## src/rtl/mcyc_pkg.sv

```systemverilog
package mcyc_pkg;

  typedef enum logic [2:0] {
    CYC_FETCH = 3'd0,
    CYC_MRD   = 3'd1,
    CYC_MWR   = 3'd2,
    CYC_IORD  = 3'd3,
    CYC_IOWR  = 3'd4
  } cyc_kind_e;

  typedef enum logic [2:0] {
    TS_IDLE = 3'd0,
    TS_T1   = 3'd1,
    TS_T2   = 3'd2,
    TS_T3   = 3'd3,
    TS_T4   = 3'd4
  } tstate_e;

  function automatic logic kind_ok(input logic [2:0] k);
    return k <= 3'd4;
  endfunction

  function automatic logic kind_is_io(input cyc_kind_e k);
    return (k == CYC_IORD) || (k == CYC_IOWR);
  endfunction

  function automatic logic kind_is_read(input cyc_kind_e k);
    return (k == CYC_FETCH) || (k == CYC_MRD) || (k == CYC_IORD);
  endfunction

  // status word {io_m, s1, s0}
  function automatic logic [2:0] kind_status(input cyc_kind_e k);
    logic [2:0] st;
    case (k)
      CYC_FETCH: st = 3'b011;
      CYC_MRD:   st = 3'b010;
      CYC_MWR:   st = 3'b001;
      CYC_IORD:  st = 3'b110;
      CYC_IOWR:  st = 3'b101;
      default:   st = 3'b000;
    endcase
    return st;
  endfunction

endpackage

```

## src/rtl/mcyc_tstate_seq.sv

```systemverilog
module mcyc_tstate_seq
  import mcyc_pkg::*;
(
  input  logic    clk,
  input  logic    rst,
  input  logic    req_valid,
  input  logic    req_kind_ok,
  input  logic    cur_fetch,
  output tstate_e tstate,
  output logic    accept,
  output logic    ready,
  output logic    done
);
  tstate_e nxt;

  always_comb begin
    done   = ((tstate == TS_T3) && !cur_fetch) || (tstate == TS_T4);
    ready  = (tstate == TS_IDLE) || done;
    accept = req_valid && req_kind_ok && ready;
  end

  always_comb begin
    case (tstate)
      TS_IDLE: nxt = accept ? TS_T1 : TS_IDLE;
      TS_T1:   nxt = TS_T2;
      TS_T2:   nxt = TS_T3;
      TS_T3:   nxt = cur_fetch ? TS_T4 : (accept ? TS_T1 : TS_IDLE);
      TS_T4:   nxt = accept ? TS_T1 : TS_IDLE;
      default: nxt = TS_IDLE;
    endcase
  end

  always_ff @(posedge clk) begin
    if (rst) tstate <= TS_IDLE;
    else     tstate <= nxt;
  end
endmodule

```

## src/rtl/mcyc_req_latch.sv

```systemverilog
module mcyc_req_latch
  import mcyc_pkg::*;
#(
  parameter int ADDR_W = 16,
  parameter int DATA_W = 8
) (
  input  logic              clk,
  input  logic              rst,
  input  logic              accept,
  input  logic [2:0]        req_kind,
  input  logic [ADDR_W-1:0] req_addr,
  input  logic [DATA_W-1:0] req_wdata,
  output cyc_kind_e         kind_q,
  output logic [ADDR_W-1:0] addr_q,
  output logic [DATA_W-1:0] wdata_q
);
  localparam int HI_W = ADDR_W - DATA_W;

  cyc_kind_e         kind_in;
  logic [ADDR_W-1:0] eff_addr;
  logic [HI_W-1:0]   port_hi;

  assign kind_in = cyc_kind_e'(req_kind);

  // port number repeated across the upper address bits
  genvar gi;
  generate
    for (gi = 0; gi < HI_W; gi++) begin : g_port_copy
      assign port_hi[gi] = req_addr[gi % DATA_W];
    end
  endgenerate

  assign eff_addr = kind_is_io(kind_in) ? {port_hi, req_addr[DATA_W-1:0]} : req_addr;

  always_ff @(posedge clk) begin
    if (rst) begin
      kind_q  <= CYC_FETCH;
      addr_q  <= '0;
      wdata_q <= '0;
    end else if (accept) begin
      kind_q  <= kind_in;
      addr_q  <= eff_addr;
      wdata_q <= req_wdata;
    end
  end
endmodule

```

## src/rtl/mcyc_pin_drive.sv

```systemverilog
module mcyc_pin_drive
  import mcyc_pkg::*;
#(
  parameter int ADDR_W = 16,
  parameter int DATA_W = 8
) (
  input  tstate_e                  tstate,
  input  cyc_kind_e                kind_q,
  input  logic [ADDR_W-1:0]        addr_q,
  input  logic [DATA_W-1:0]        wdata_q,
  output logic [ADDR_W-DATA_W-1:0] addr_hi,
  output logic [DATA_W-1:0]        ad_out,
  output logic                     ad_oe,
  output logic                     ale,
  output logic                     rd_n,
  output logic                     wr_n,
  output logic [2:0]               status
);
  logic busy, strobe_win, is_rd;

  always_comb begin
    busy       = (tstate != TS_IDLE);
    strobe_win = (tstate == TS_T2) || (tstate == TS_T3);
    is_rd      = kind_is_read(kind_q);
    ale        = (tstate == TS_T1);
    ad_oe      = ale || (strobe_win && !is_rd);
    ad_out     = ale ? addr_q[DATA_W-1:0] : (ad_oe ? wdata_q : '0);
    rd_n       = !(strobe_win && is_rd);
    wr_n       = !(strobe_win && !is_rd);
    status     = busy ? kind_status(kind_q) : 3'b000;
    addr_hi    = busy ? addr_q[ADDR_W-1:DATA_W] : '0;
  end
endmodule

```

## src/rtl/mcyc_rd_capture.sv

```systemverilog
module mcyc_rd_capture
  import mcyc_pkg::*;
#(
  parameter int DATA_W = 8
) (
  input  logic              clk,
  input  logic              rst,
  input  tstate_e           tstate,
  input  cyc_kind_e         kind_q,
  input  logic [DATA_W-1:0] ad_in,
  output logic [DATA_W-1:0] rdata,
  output logic [DATA_W-1:0] instr
);
  logic cap_now;
  assign cap_now = (tstate == TS_T3) && kind_is_read(kind_q);

  always_ff @(posedge clk) begin
    if (rst) begin
      rdata <= '0;
      instr <= '0;
    end else if (cap_now) begin
      rdata <= ad_in;
      if (kind_q == CYC_FETCH) instr <= ad_in;
    end
  end
endmodule

```

## src/rtl/mcyc_bus_seq.sv

```systemverilog
module mcyc_bus_seq
  import mcyc_pkg::*;
#(
  parameter int ADDR_W = 16,
  parameter int DATA_W = 8,
  localparam int HI_W  = ADDR_W - DATA_W
) (
  input  logic              clk,
  input  logic              rst,
  input  logic              req_valid,
  input  logic [2:0]        req_kind,
  input  logic [ADDR_W-1:0] req_addr,
  input  logic [DATA_W-1:0] req_wdata,
  output logic              req_ready,
  output logic              done,
  output logic [DATA_W-1:0] rdata,
  output logic [DATA_W-1:0] instr,
  output logic [HI_W-1:0]   addr_hi,
  output logic [DATA_W-1:0] ad_out,
  output logic              ad_oe,
  input  logic [DATA_W-1:0] ad_in,
  output logic              ale,
  output logic              rd_n,
  output logic              wr_n,
  output logic              io_m,
  output logic              s1,
  output logic              s0
);
  tstate_e           t_state;
  cyc_kind_e         kind_q;
  logic [ADDR_W-1:0] addr_q;
  logic [DATA_W-1:0] wdata_q;
  logic              accept_w;
  logic              cur_fetch_w;
  logic [2:0]        status_w;

  assign cur_fetch_w = (kind_q == CYC_FETCH);
  assign {io_m, s1, s0} = status_w;

  mcyc_tstate_seq u_seq (
    .clk(clk), .rst(rst), .req_valid(req_valid),
    .req_kind_ok(kind_ok(req_kind)), .cur_fetch(cur_fetch_w),
    .tstate(t_state), .accept(accept_w), .ready(req_ready), .done(done)
  );

  mcyc_req_latch #(.ADDR_W(ADDR_W), .DATA_W(DATA_W)) u_latch (
    .clk(clk), .rst(rst), .accept(accept_w), .req_kind(req_kind),
    .req_addr(req_addr), .req_wdata(req_wdata),
    .kind_q(kind_q), .addr_q(addr_q), .wdata_q(wdata_q)
  );

  mcyc_pin_drive #(.ADDR_W(ADDR_W), .DATA_W(DATA_W)) u_pins (
    .tstate(t_state), .kind_q(kind_q), .addr_q(addr_q), .wdata_q(wdata_q),
    .addr_hi(addr_hi), .ad_out(ad_out), .ad_oe(ad_oe), .ale(ale),
    .rd_n(rd_n), .wr_n(wr_n), .status(status_w)
  );

  mcyc_rd_capture #(.DATA_W(DATA_W)) u_cap (
    .clk(clk), .rst(rst), .tstate(t_state), .kind_q(kind_q),
    .ad_in(ad_in), .rdata(rdata), .instr(instr)
  );
endmodule

```

## config.mk

```make
export PLATFORM = sky130hd
export DESIGN_NAME = mcyc_bus_seq
export DESIGN_NICKNAME = d
export VERILOG_FILES = /design/src/rtl/mcyc_pkg.sv /design/src/rtl/mcyc_tstate_seq.sv /design/src/rtl/mcyc_req_latch.sv /design/src/rtl/mcyc_pin_drive.sv /design/src/rtl/mcyc_rd_capture.sv /design/src/rtl/mcyc_bus_seq.sv
export SDC_FILE = /design/constraint.sdc
export NUM_CORES = 1
export LEC_CHECK = 0
export BUFFER_PORTS_ARGS = -buffer_cell sky130_fd_sc_hd__buf_4
export CAP_MARGIN = 20
export CELL_PAD_IN_SITES_DETAIL_PLACEMENT = 2
export CELL_PAD_IN_SITES_GLOBAL_PLACEMENT = 2
export CORE_AREA = 4 4 101 103
export DETAILED_ROUTE_END_ITERATION = 10
export DIE_AREA = 0 0 105 107
export HOLD_SLACK_MARGIN = 0.05
export PLACE_DENSITY = 0.74
export SETUP_SLACK_MARGIN = 0.5
export SLEW_MARGIN = 20
export SYNTH_ARGS = -nofsm -noshare
export SYNTH_HDL_FRONTEND = slang
export SYNTH_SLANG_ARGS = --single-unit
```

## constraint.sdc

```tcl
create_clock -name clk -period 1.7 [get_ports clk]
set_input_delay 0.085 -clock clk [delete_from_list [all_inputs] [get_ports clk]]
set_output_delay 0.085 -clock clk [all_outputs]
set_load 0.005 [all_outputs]
```

==> out/qor.txt <==
top post-synthesis cells by count: 46 x dfxtp_1, 32 x nand2_1, 30 x nor2_1
leakage: 1.660 nW
Syn Std Cell Area: 2301 um2
Die X: 105 um
crit-path max FO: 8
R2R cell count: 6
root buf cell: clkbuf_8
most common cell in the synthesized netlist: dfxtp_1
Syn Area/Cell: 8.618 um2
routed len/inst: 19.50 um
gpl congestion: 0.7758
Worst Setup End Kind: output pin
Yosys warnings: 0
Synth area leader: dfxtp_1
Setup WS post-layout: -0.004031 ns
Routed Antenna Nets: 0
Net count, final: 427
Max Fclk: 586.8 MHz
Synth-to-Final Area Change: 68.30%
clk buf depth: 2
Clock transition at path regs: 0.10 ns
Critical Path AT: 1.62 ns
final hold vios: 0
Final period util: 100.2%
Post-synth ARST share: 0%
Clock Sinks: 46
critical path startpoint category: flip-flop
Critical-path top delay cell: or3_4
Synth area leaders: dfxtp_1 40%, mux2i_1 10%, a31o_1 6.5%
CP endpoint: req_ready
Yosys cell types: 37
flop2flop setup slack: -0.004 ns
Final setup viols: 2
Yosys reg bits: 46
PortBufs: 78
share of the synthesized area in the top cell type: 40.02%
H-Tree Depth: 2
vias in the first global route: 2712
status: finished with violations
CTS tree: built
total number of vias: 2534
post-layout util: 42.11%
Initial Util: 25.02%
max cap viols: 0
Worst-Skew Late Latency: 0.32 ns
Top Ports: 79
kind of critical path: reg -> out
Critical R2R Launch: u_latch.kind_q[2]$_SDFFE_PP0P_
hpwl dp: 5.669 mm
failing checks: negative setup slack
pin count of the biggest net entering global routing: 33
RR Endpoint: u_latch.kind_q[2]$_SDFFE_PP0P_
Slew @ Worst Pin: 0.8758 ns
fin. max-slew vios: 0
ys flop type: dfxtp_1
# diodes: 0
DRC viols: 0
first drt pass iteration count: 4
clock skew: 0.01279 ns
Cells after Synth: 267
Core ar.: 9196 um2
Routed WL: 9.771 mm
CP cell instances: or3_4 > a31o_4 > buf_12 > buf_6
Largest stage delay, worst path: 0.41 ns
total power: 0.003225 W
gr ovfl total: 0
Max IR drop VDD: 0.3497 mV
antenna violations before repair: 0
share of layout cells above drive strength 1: 43.08%
PD cells: 832.9 nW/um2
Fill cells: 994
EDFF count, synth: 0
global-route usage over all layers: 16.44%
Die Y: 107 um
first-pass GRT wire length: 14.86 mm
post-synthesis sequential area ratio: 40.02%
worst endpoint required time: 1.62 ns
Inserted Clock Buffers: 5
Slew HR: 41.16%
vias per cell: 5.058
unrepaired setup endpoints after global routing: yes
row count: 35
Final min period: 1.704 ns
Post-Syn Nets: 305
starting DRC count in detailed routing: 109
min-delay worst type: in -> reg
crit path from: u_latch.kind_q[2]$_SDFFE_PP0P_
full die area: 11240 um2
==> cell type report <==
cell class | instances | area, um2 | share of cell area [%]
Multi-Input combinational cell | 199 | 1508 | 38.93
Clock buffer | 5 | 68.82 | 1.777
Timing Repair Buffer | 132 | 1157 | 29.89
Inverter | 5 | 18.77 | 0.4847
Tap cell | 111 | 138.9 | 3.586
Sequential cell | 46 | 937.1 | 24.20
Clock inverter | 3 | 43.79 | 1.131
==> how the worst min path moves through the flow <==
stage / startpoint / endpoint / slack [ns] / cells past startpoint
after global routing: ad_in[6] / u_cap.instr[6]$_SDFFE_PP0P_ / 0.04 / 3
after global placement: req_wdata[4] / u_latch.wdata_q[4]$_SDFFE_PP0P_ / 0.32 / 2
after CTS: ad_in[6] / u_cap.instr[6]$_SDFFE_PP0P_ / 0.05 / 3
final: ad_in[6] / u_cap.instr[6]$_SDFFE_PP0P_ / 0.04 / 3
after detailed placement: req_wdata[6] / u_latch.wdata_q[6]$_SDFFE_PP0P_ / 0.32 / 2
after floorplan: req_valid / u_latch.kind_q[2]$_SDFFE_PP0P_ / 0.19 / 1
==> flip-flops by register name (all words and copies together) (netlist names) <==
register	cells
u_seq.tstate	3
u_latch.wdata_q	8
u_latch.addr_q	16
u_cap.instr	8
u_latch.kind_q	3
u_cap.rdata	8
==> stage by stage <==
step	hold WS (ns)	TNS [ns]	worst slack (ns)	instance area (um2)	cells
2_1_floorplan	0.1939	0	0.07425	2315	267
4_1_cts	0.05303	0	0.06323	3656	494
6_report	0.03577	-0.005793	-0.004031	3872	501
3_5_place_dp	0.3222	0	0.1227	3029	447
3_3_place_gp	0.3215	0	0.1445	3029	447
5_1_grt	0.04030	-0.1459	-0.04166	3872	501
==> repair_timing <==
| action | 4_1_cts | 5_1_grt |
|---|---|---|
| endpoints found under the hold margin | 30 | 0 |
| resized for setup | 37 | 38 |
| cloned | 3 | 1 |
| hold buffers | 23 | 0 |
| buffers inserted | 13 | 6 |
| pin swaps | 6 | 18 |
| endpoints found under the setup margin | 70 | 69 |
==> layout by cell type (no fill, tap or decap), drive strengths merged, types with 2 or more instances in the layout <==
| cell | count |
|---|---|
| a21boi | 8 |
| buf | 109 |
| nand2b | 10 |
| o21ai | 2 |
| inv | 6 |
| nand3 | 2 |
| dlygate4sd3 | 23 |
| nor3 | 3 |
| a21oi | 20 |
| nand2 | 32 |
| o22ai | 8 |
| nor2 | 30 |
| nand3b | 9 |
| mux2i | 24 |
| a221oi | 8 |
| clkbuf | 5 |
| nor2b | 8 |
| dfxtp | 46 |
| and2 | 4 |
| a31o | 18 |
==> worst max-delay path: cells and delay by family (launching register included) <==
| family | cells | cell delay (ns) |
|---|---|---|
| and+or+nand+nor | 1 | 0.41 |
| DFF | 1 | 0.35 |
| AOI/OAI and AO/OA | 1 | 0.29 |
| buffers and inverters | 2 | 0.27 |
==> cell families after synthesis <==
family,share of synthesized area [%]
compound gates,22.19
xor+xnor,0.3807
buf+inv,4.948
flops,40.02
mux,10.93
simple gates,21.53
==> power breakdown <==
part | internal, W | switching [W] | total [W]
registers | 0.00115 | 0.0000544 | 0.00120
logic | 0.000609 | 0.000553 | 0.00116
clock network | 0.000442 | 0.000420 | 0.000862
total | 0.00220 | 0.00103 | 0.00323
==> per-layer routing <==
metal,vias to the layer above,part of all wire [%],track usage (%)
met5,-,0,0
met4,0,1.6,4.217
met3,13,2.9,2.589
met2,55,52,30.48
met1,1268,43,19.69
li1,1198,-,-
No activity file was read; power rests on OpenSTA's default activity.
